### config.mk
export PLATFORM = sky130hd
export DESIGN_NAME = sched_tick_syntonizer
export DESIGN_NICKNAME = d
export VERILOG_FILES = /design/src/rtl/sts_pkg.sv /design/src/rtl/sts_start_arm.sv /design/src/rtl/sts_drift_meter.sv /design/src/rtl/sts_delta_gen.sv /design/src/rtl/sched_tick_syntonizer.sv
export SDC_FILE = /design/constraint.sdc
export NUM_CORES = 1
export LEC_CHECK = 0
export BUFFER_PORTS_ARGS = -buffer_cell sky130_fd_sc_hd__buf_2
export CAP_MARGIN = 20
export CORE_UTILIZATION = 40
export DETAILED_ROUTE_END_ITERATION = 8
export PLACE_DENSITY = 0.64
export SLEW_MARGIN = 20
export SYNTH_ARGS = -nofsm -noshare
export SYNTH_HDL_FRONTEND = slang
export SYNTH_SLANG_ARGS = --single-unit
### constraint.sdc
create_clock -name clk -period 14.3 [get_ports clk]
set_input_delay 2.86 -clock clk [delete_from_list [all_inputs] [get_ports clk]]
set_output_delay 2.86 -clock clk [all_outputs]
set_load 0.01 [all_outputs]
### src/rtl/sts_pkg.sv
package sts_pkg;

    typedef enum logic {
        ARM_WAIT = 1'b0,
        ARM_RUN  = 1'b1
    } arm_state_e;

endpackage

### src/rtl/sts_start_arm.sv
module sts_start_arm
    import sts_pkg::*;
#(
    parameter int PTP_W = 32
) (
    input  logic             clk,
    input  logic             rst_n,
    input  logic             clear,
    input  logic [PTP_W-1:0] ptp_ns,
    input  logic [PTP_W-1:0] start_ns,
    output logic             go,
    output logic             run
);

    typedef struct packed {
        arm_state_e state;
    } arm_t;

    arm_t q, d;

    always_comb begin
        d   = q;
        go  = (q.state == ARM_WAIT) && !clear && (ptp_ns >= start_ns);
        if (clear) begin
            d.state = ARM_WAIT;
        end else if (go) begin
            d.state = ARM_RUN;
        end
    end

    always_ff @(posedge clk) begin
        if (!rst_n) q <= '{state: ARM_WAIT};
        else        q <= d;
    end

    assign run = (q.state == ARM_RUN);

    // the timebase only starts once the start time has been reached
    p_rise_at_start_r2: assert property (@(posedge clk) disable iff (!rst_n)
        $rose(run) |-> $past(ptp_ns >= start_ns));

    // restart always leaves the block waiting
    p_restart_disarm_r9: assert property (@(posedge clk) disable iff (!rst_n)
        clear |=> !run);

endmodule

### src/rtl/sts_drift_meter.sv
module sts_drift_meter #(
    parameter int PTP_W        = 32,
    parameter int DRIFT_W      = 16,
    parameter int TICK_NS_LOG2 = 3
) (
    input  logic                      clk,
    input  logic                      rst_n,
    input  logic                      clear,
    input  logic                      go,
    input  logic                      run,
    input  logic [PTP_W-1:0]          ptp_ns,
    input  logic [PTP_W-1:0]          period_ns,
    output logic                      boundary,
    output logic signed [DRIFT_W-1:0] drift_now,
    output logic signed [DRIFT_W-1:0] drift_q
);

    typedef struct packed {
        logic [PTP_W-1:0]          win_start;
        logic [PTP_W-1:0]          win_ticks;
        logic signed [DRIFT_W-1:0] drift;
    } meter_t;

    meter_t q, d;

    logic [PTP_W-1:0]      elapsed;
    logic [PTP_W-1:0]      expected;
    logic signed [PTP_W:0] diff;

    always_comb begin
        elapsed   = ptp_ns - q.win_start;
        expected  = elapsed >> TICK_NS_LOG2;
        diff      = $signed({1'b0, expected}) - $signed({1'b0, q.win_ticks});
        drift_now = DRIFT_W'(diff);
        boundary  = run && !clear && (elapsed >= period_ns);

        d = q;
        if (clear) begin
            d = '0;
        end else if (go) begin
            d.win_start = ptp_ns;
            d.win_ticks = PTP_W'(1);
        end else if (boundary) begin
            d.win_start = ptp_ns;
            d.win_ticks = PTP_W'(1);
            d.drift     = drift_now;
        end else if (run) begin
            d.win_ticks = q.win_ticks + PTP_W'(1);
        end
    end

    always_ff @(posedge clk) begin
        if (!rst_n) q <= '0;
        else        q <= d;
    end

    assign drift_q = q.drift;

    // reported drift only changes at a window close or a restart
    p_drift_hold_r5: assert property (@(posedge clk) disable iff (!rst_n)
        (!boundary && !clear) |=> $stable(drift_q));

    // restart zeroes the reported drift
    p_restart_zero_r9: assert property (@(posedge clk) disable iff (!rst_n)
        clear |=> (drift_q == '0));

endmodule

### src/rtl/sts_delta_gen.sv
module sts_delta_gen #(
    parameter int NOM_TICKS = 25,
    parameter int MAX_STEP  = 5,
    parameter int DRIFT_W   = 16,
    parameter int RESID_W   = 16
) (
    input  logic                      clk,
    input  logic                      rst_n,
    input  logic                      clear,
    input  logic                      go,
    input  logic                      run,
    input  logic                      boundary,
    input  logic signed [DRIFT_W-1:0] drift_now,
    output logic                      strobe
);

    localparam int LEN_W = $clog2(NOM_TICKS + MAX_STEP + 1);
    localparam logic signed [RESID_W-1:0] MAX_S = RESID_W'(MAX_STEP);
    localparam logic signed [RESID_W-1:0] NOM_S = RESID_W'(NOM_TICKS);

    typedef struct packed {
        logic [LEN_W-1:0]          phase;
        logic [LEN_W-1:0]          len;
        logic signed [RESID_W-1:0] resid;
        logic                      strobe;
    } gen_t;

    gen_t q, d;

    logic signed [RESID_W-1:0] add_v;
    logic signed [RESID_W-1:0] resid_eff;
    logic signed [RESID_W-1:0] step;
    logic signed [RESID_W-1:0] len_s;
    logic                      delta_end;
    logic                      begin_delta;

    always_comb begin
        add_v     = boundary ? RESID_W'(drift_now) : RESID_W'(0);
        resid_eff = q.resid + add_v;
        if (resid_eff > MAX_S)       step = MAX_S;
        else if (resid_eff < -MAX_S) step = -MAX_S;
        else                         step = resid_eff;
        len_s       = NOM_S - step;
        delta_end   = run && (q.phase == q.len - LEN_W'(1));
        begin_delta = go || delta_end;

        d = q;
        if (clear) begin
            d = '0;
        end else begin
            d.strobe = delta_end;
            d.resid  = resid_eff;
            if (begin_delta) begin
                d.phase = '0;
                d.len   = LEN_W'(len_s);
                d.resid = resid_eff - step;
            end else if (run) begin
                d.phase = q.phase + LEN_W'(1);
            end
        end
    end

    always_ff @(posedge clk) begin
        if (!rst_n) q <= '0;
        else        q <= d;
    end

    assign strobe = q.strobe;

    // every running delta stays within the step limit around nominal
    p_len_range_r6: assert property (@(posedge clk) disable iff (!rst_n)
        run |-> (int'(q.len) >= NOM_TICKS - MAX_STEP && int'(q.len) <= NOM_TICKS + MAX_STEP));

    // a strobe lasts one cycle
    p_strobe_single_r3: assert property (@(posedge clk) disable iff (!rst_n)
        strobe |=> !strobe);

    // no strobe follows a cycle without a running timebase
    p_silent_idle_r2: assert property (@(posedge clk) disable iff (!rst_n)
        !run |=> !strobe);

endmodule

### src/rtl/sched_tick_syntonizer.sv
module sched_tick_syntonizer #(
    parameter int PTP_W        = 32,
    parameter int DRIFT_W      = 16,
    parameter int RESID_W      = 16,
    parameter int NOM_TICKS    = 25,
    parameter int MAX_STEP     = 5,
    parameter int TICK_NS_LOG2 = 3
) (
    input  logic                      clk,
    input  logic                      rst_n,
    input  logic [PTP_W-1:0]          ptp_ns,
    input  logic [PTP_W-1:0]          start_ns,
    input  logic [PTP_W-1:0]          corr_period_ns,
    input  logic                      restart,
    output logic                      delta_strobe,
    output logic signed [DRIFT_W-1:0] drift_ticks,
    output logic                      running
);

    logic                      go;
    logic                      run;
    logic                      boundary;
    logic signed [DRIFT_W-1:0] drift_now;

    sts_start_arm #(.PTP_W(PTP_W)) arm_i (
        .clk      (clk),
        .rst_n    (rst_n),
        .clear    (restart),
        .ptp_ns   (ptp_ns),
        .start_ns (start_ns),
        .go       (go),
        .run      (run)
    );

    sts_drift_meter #(
        .PTP_W        (PTP_W),
        .DRIFT_W      (DRIFT_W),
        .TICK_NS_LOG2 (TICK_NS_LOG2)
    ) meter_i (
        .clk       (clk),
        .rst_n     (rst_n),
        .clear     (restart),
        .go        (go),
        .run       (run),
        .ptp_ns    (ptp_ns),
        .period_ns (corr_period_ns),
        .boundary  (boundary),
        .drift_now (drift_now),
        .drift_q   (drift_ticks)
    );

    sts_delta_gen #(
        .NOM_TICKS (NOM_TICKS),
        .MAX_STEP  (MAX_STEP),
        .DRIFT_W   (DRIFT_W),
        .RESID_W   (RESID_W)
    ) gen_i (
        .clk       (clk),
        .rst_n     (rst_n),
        .clear     (restart),
        .go        (go),
        .run       (run),
        .boundary  (boundary),
        .drift_now (drift_now),
        .strobe    (delta_strobe)
    );

    assign running = run;

    // strobes appear only while the timebase runs
    p_armed_quiet_r2: assert property (@(posedge clk) disable iff (!rst_n)
        !running |-> !delta_strobe);

endmodule

==> metrics list <==
- Detailed routing inserted a total of 8,585 vias.
- In the final layout, the multi-input gates occupy 6560 sq um.
* Number of buffer cells added on primary ports: 116
* Share of layout cells above drive strength 1: 13.24%
- Across the VDD grid, the largest voltage drop is approximately 0.08 mV.
- Synthesis inferred 92 register bits.
* Net Count, Synth: roughly 1,400
* Maximum count of clock buffers along a single path: 2
* Total Power: 1.221 mW
- Synthesized area per cell: between 7 and 8 sq um
- Cell at the root of the clock tree: clkbuf_16
- Total clock buffers created by CTS: 9
- After global routing the overflow that remains totals 0.
* Aggregate global-route resource usage: 20.11%
- The H-tree was split into 3 levels.
- Leakage power summed over all cells: about 4.8 nW
- Detailed-route DRC error count: 0
* Diodes inserted: 0
* Area added between synthesis and finish: 12.18%
- The first detailed-routing pass took 5 iterations.
- Maximum number of pins on one net before global-route repair: 41
- The tightest hold path in the finished design has a slack of 0.4811 ns.
- Crit path required time: between 10 and 15 ns
- Final HPWL from detailed placement: ~19,000 um
- Yosys warning count: 0
- Max Slew Vio Count: 0
- P per Cell Area: 119.0 nW/um^2
- Yosys cell types: 77
- The setup path with the least slack is of type input port to flop.
- Register cell area after layout: approximately 1800 sq um
* Die height: 153.3 um
- Count of final setup violators: 0
* CORE AREA: 22,160 sq um
- Worst slack at placement: 0.4379 ns
* Worst-case clock skew: 0.005371 ns
- Number of flops mapped to enable cells by yosys: 0
- Cells fill 46.33% of the core in the end.
- Routability-driven placement finished with a final weighted congestion of 0.9309.
- Final Critical Period: 13.45 ns
- CP Max Fanout: 29
- The number of antenna violations at the first check in global routing is 0.
- Initial cell density of the core: 41.30%
- Of the available clock period, the critical path in the final layout requires 94.06%.
- Standard-cell rows: 54
- Routed wirelength normalized by instance count: about 15 um
- Post-synth ARST share: 0%
- Startpoint type of the worst setup path: input port
* Placed insts: around 1,600
- Max-cap viol count: 0
- Number of nets in the layout: 1,528
- Worst endpoint data arrival time: roughly 14 ns
* Clock Pin Slew Worst Setup and Hold Paths: 0.07 ns
* Most common library cell in the layout ignoring fill and taps: nor2_1
- Via density: around 5.4
- In this run the worst hold path is classified as flop to flop.
- Number of global-route vias before repair: 7,580
* Endpoints failing hold: 0
* Starting DRC count in detailed routing: ~630
- Measured against its own limit, the worst slew margin works out to 32.74%.
- Netlist area before placement: 9153 sq um
- The first global-routing pass estimated 38,210 um of wire.
- Pin placement for this block handled 117 I/O pins.
- The die is ~150 um wide.
- The worst hold path passes through 2 cells.
* Gate Count Post-Synth: 1,202
- Final worst slack: 0.8500 ns
- The worst setup path is captured at a flop.
- CTS tree: done
- Setup repair after global routing missed its margin: no
- Post-layout instance area: 10,270 sq um
- Layout Cells excl Fill: 1,579
- In this run the remaining antenna-violating nets after routing total 0.
- Share of synthesized area occupied by flip-flops and latches: 20.12%
* Commonest cells after routing, fill and taps aside: nor2_1, inv_1, ha_1
- Most common flop cell mapped by yosys: dfxtp_1
- Among the stages of the critical path, the cell type that occurs most often is nor2_1.
- Max stage delay cell, worst path: or4_4
- Hold-fix buffers, CTS: 0
- Measured in cells, the most critical reg-to-reg path has a length of 50.
* Total detailed-routing wirelength: between 20,000 and 25,000 um
- Clock latency on the worst-skew pair: 0.35 ns
* Number of sinks on the clock net: 92
- Peak Freq: between 70 and 80 MHz
* Number of filler instances in the final layout: 2,268
* Status: finished clean
* Final-layout setup total negative slack: 0 ns
- Slowest Stage Delay on Critical Path: around 0.54 ns
- Summing all placed instances gives a cell area of ~9900 sq um.
- For the pin with the worst max-slew slack, the measured transition is 1.006 ns.
- Die area: 23,490 sq um
==> layout make-up <==
| type | instances | area share, % |
|---|---|---|
| clock inverter | 2 | 0.3412 |
| timing repair buffer | 133 | 6.934 |
| tap | 280 | 3.412 |
| inverter | 138 | 5.045 |
| sequential | 92 | 17.94 |
| clock buffer | 13 | 2.437 |
| multi-input combinational | 921 | 63.89 |
==> worst max-delay path: cells and delay by family <==
family                   cells  cell delay (ns)
multiplexers                 1             0.34
adder cells (fa/ha/maj)      6             1.89
AND/OR/NAND/NOR             17             3.67
AO/OA/AOI/OAI               20             3.96
buffers and inverters        6             0.81
XOR/XNOR                     2             0.18
==> cell usage after synthesis, types with 12 or more instances <==
master,count,area (sq um)
a211oi_1,15,112.6
a21o_1,35,262.8
a21oi_1,90,450.4
buf_4,16,120.1
clkbuf_1,26,97.59
dfxtp_1,92,1842
ha_1,131,1639
inv_1,138,518.0
mux2i_1,40,400.4
nand2_1,68,255.2
nand3_1,29,145.1
nand4_1,17,106.4
nor2_1,155,581.8
nor2b_1,12,75.07
nor3_1,33,165.2
o211ai_1,13,97.59
o21a_1,18,135.1
o21ai_0,42,210.2
o21bai_1,14,105.1
xnor2_1,53,464.2
xor2_1,23,201.4
==> power by group <==
part	internal, mW	leakage, nW	switching (mW)
clock network	0.139	0.140	0.104
registers	0.265	0.743	0.00651
logic	0.272	3.89	0.434
total	0.677	4.78	0.544
==> flip-flops by register name, indices dropped and copies added (netlist names) <==
register         count
arm_i.run            1
gen_i.q             26
gen_i.strobe         1
meter_i.drift_q     16
meter_i.q           48
==> what timing repair did <==
item / 4_1_cts / 5_1_grt
resized for setup: 0 / 5
endpoints found under the setup margin: 0 / 5
buffers inserted: 0 / 2
==> cell families after synthesis <==
logic type | count (synthesis) | synth area share, %
buffers and inverters | 189 | 8.585
DFF | 92 | 20.12
xor gates and xnor gates | 76 | 7.273
AOI/OAI and AO/OA | 304 | 22.45
adders and majority gates | 134 | 18.56
and+or+nand+nor | 365 | 18.39
muxes | 42 | 4.621
==> path summary, 6_finish.rpt <==
path / slack (ns) / start / to
worst max-delay path: 0.85 / ptp_ns[0] / gen_i.q[7]
worst min-delay path: 0.48 / meter_i.q[29] / meter_i.q[29]
worst max register to register: 3.19 / meter_i.q[48] / gen_i.q[7]
worst min register to register: 0.48 / meter_i.q[29] / meter_i.q[29]
==> routing by layer <==
layer  wire length (um)  global-route usage (%)  up-vias
met3               1308                   2.665       34
li1                   -                       -     4405
met2              10200                   30.57      269
met5                  0                       0        -
met1              11820                   28.81     3877
met4                570                   7.167        0
(Power assumes the default switching activity.)
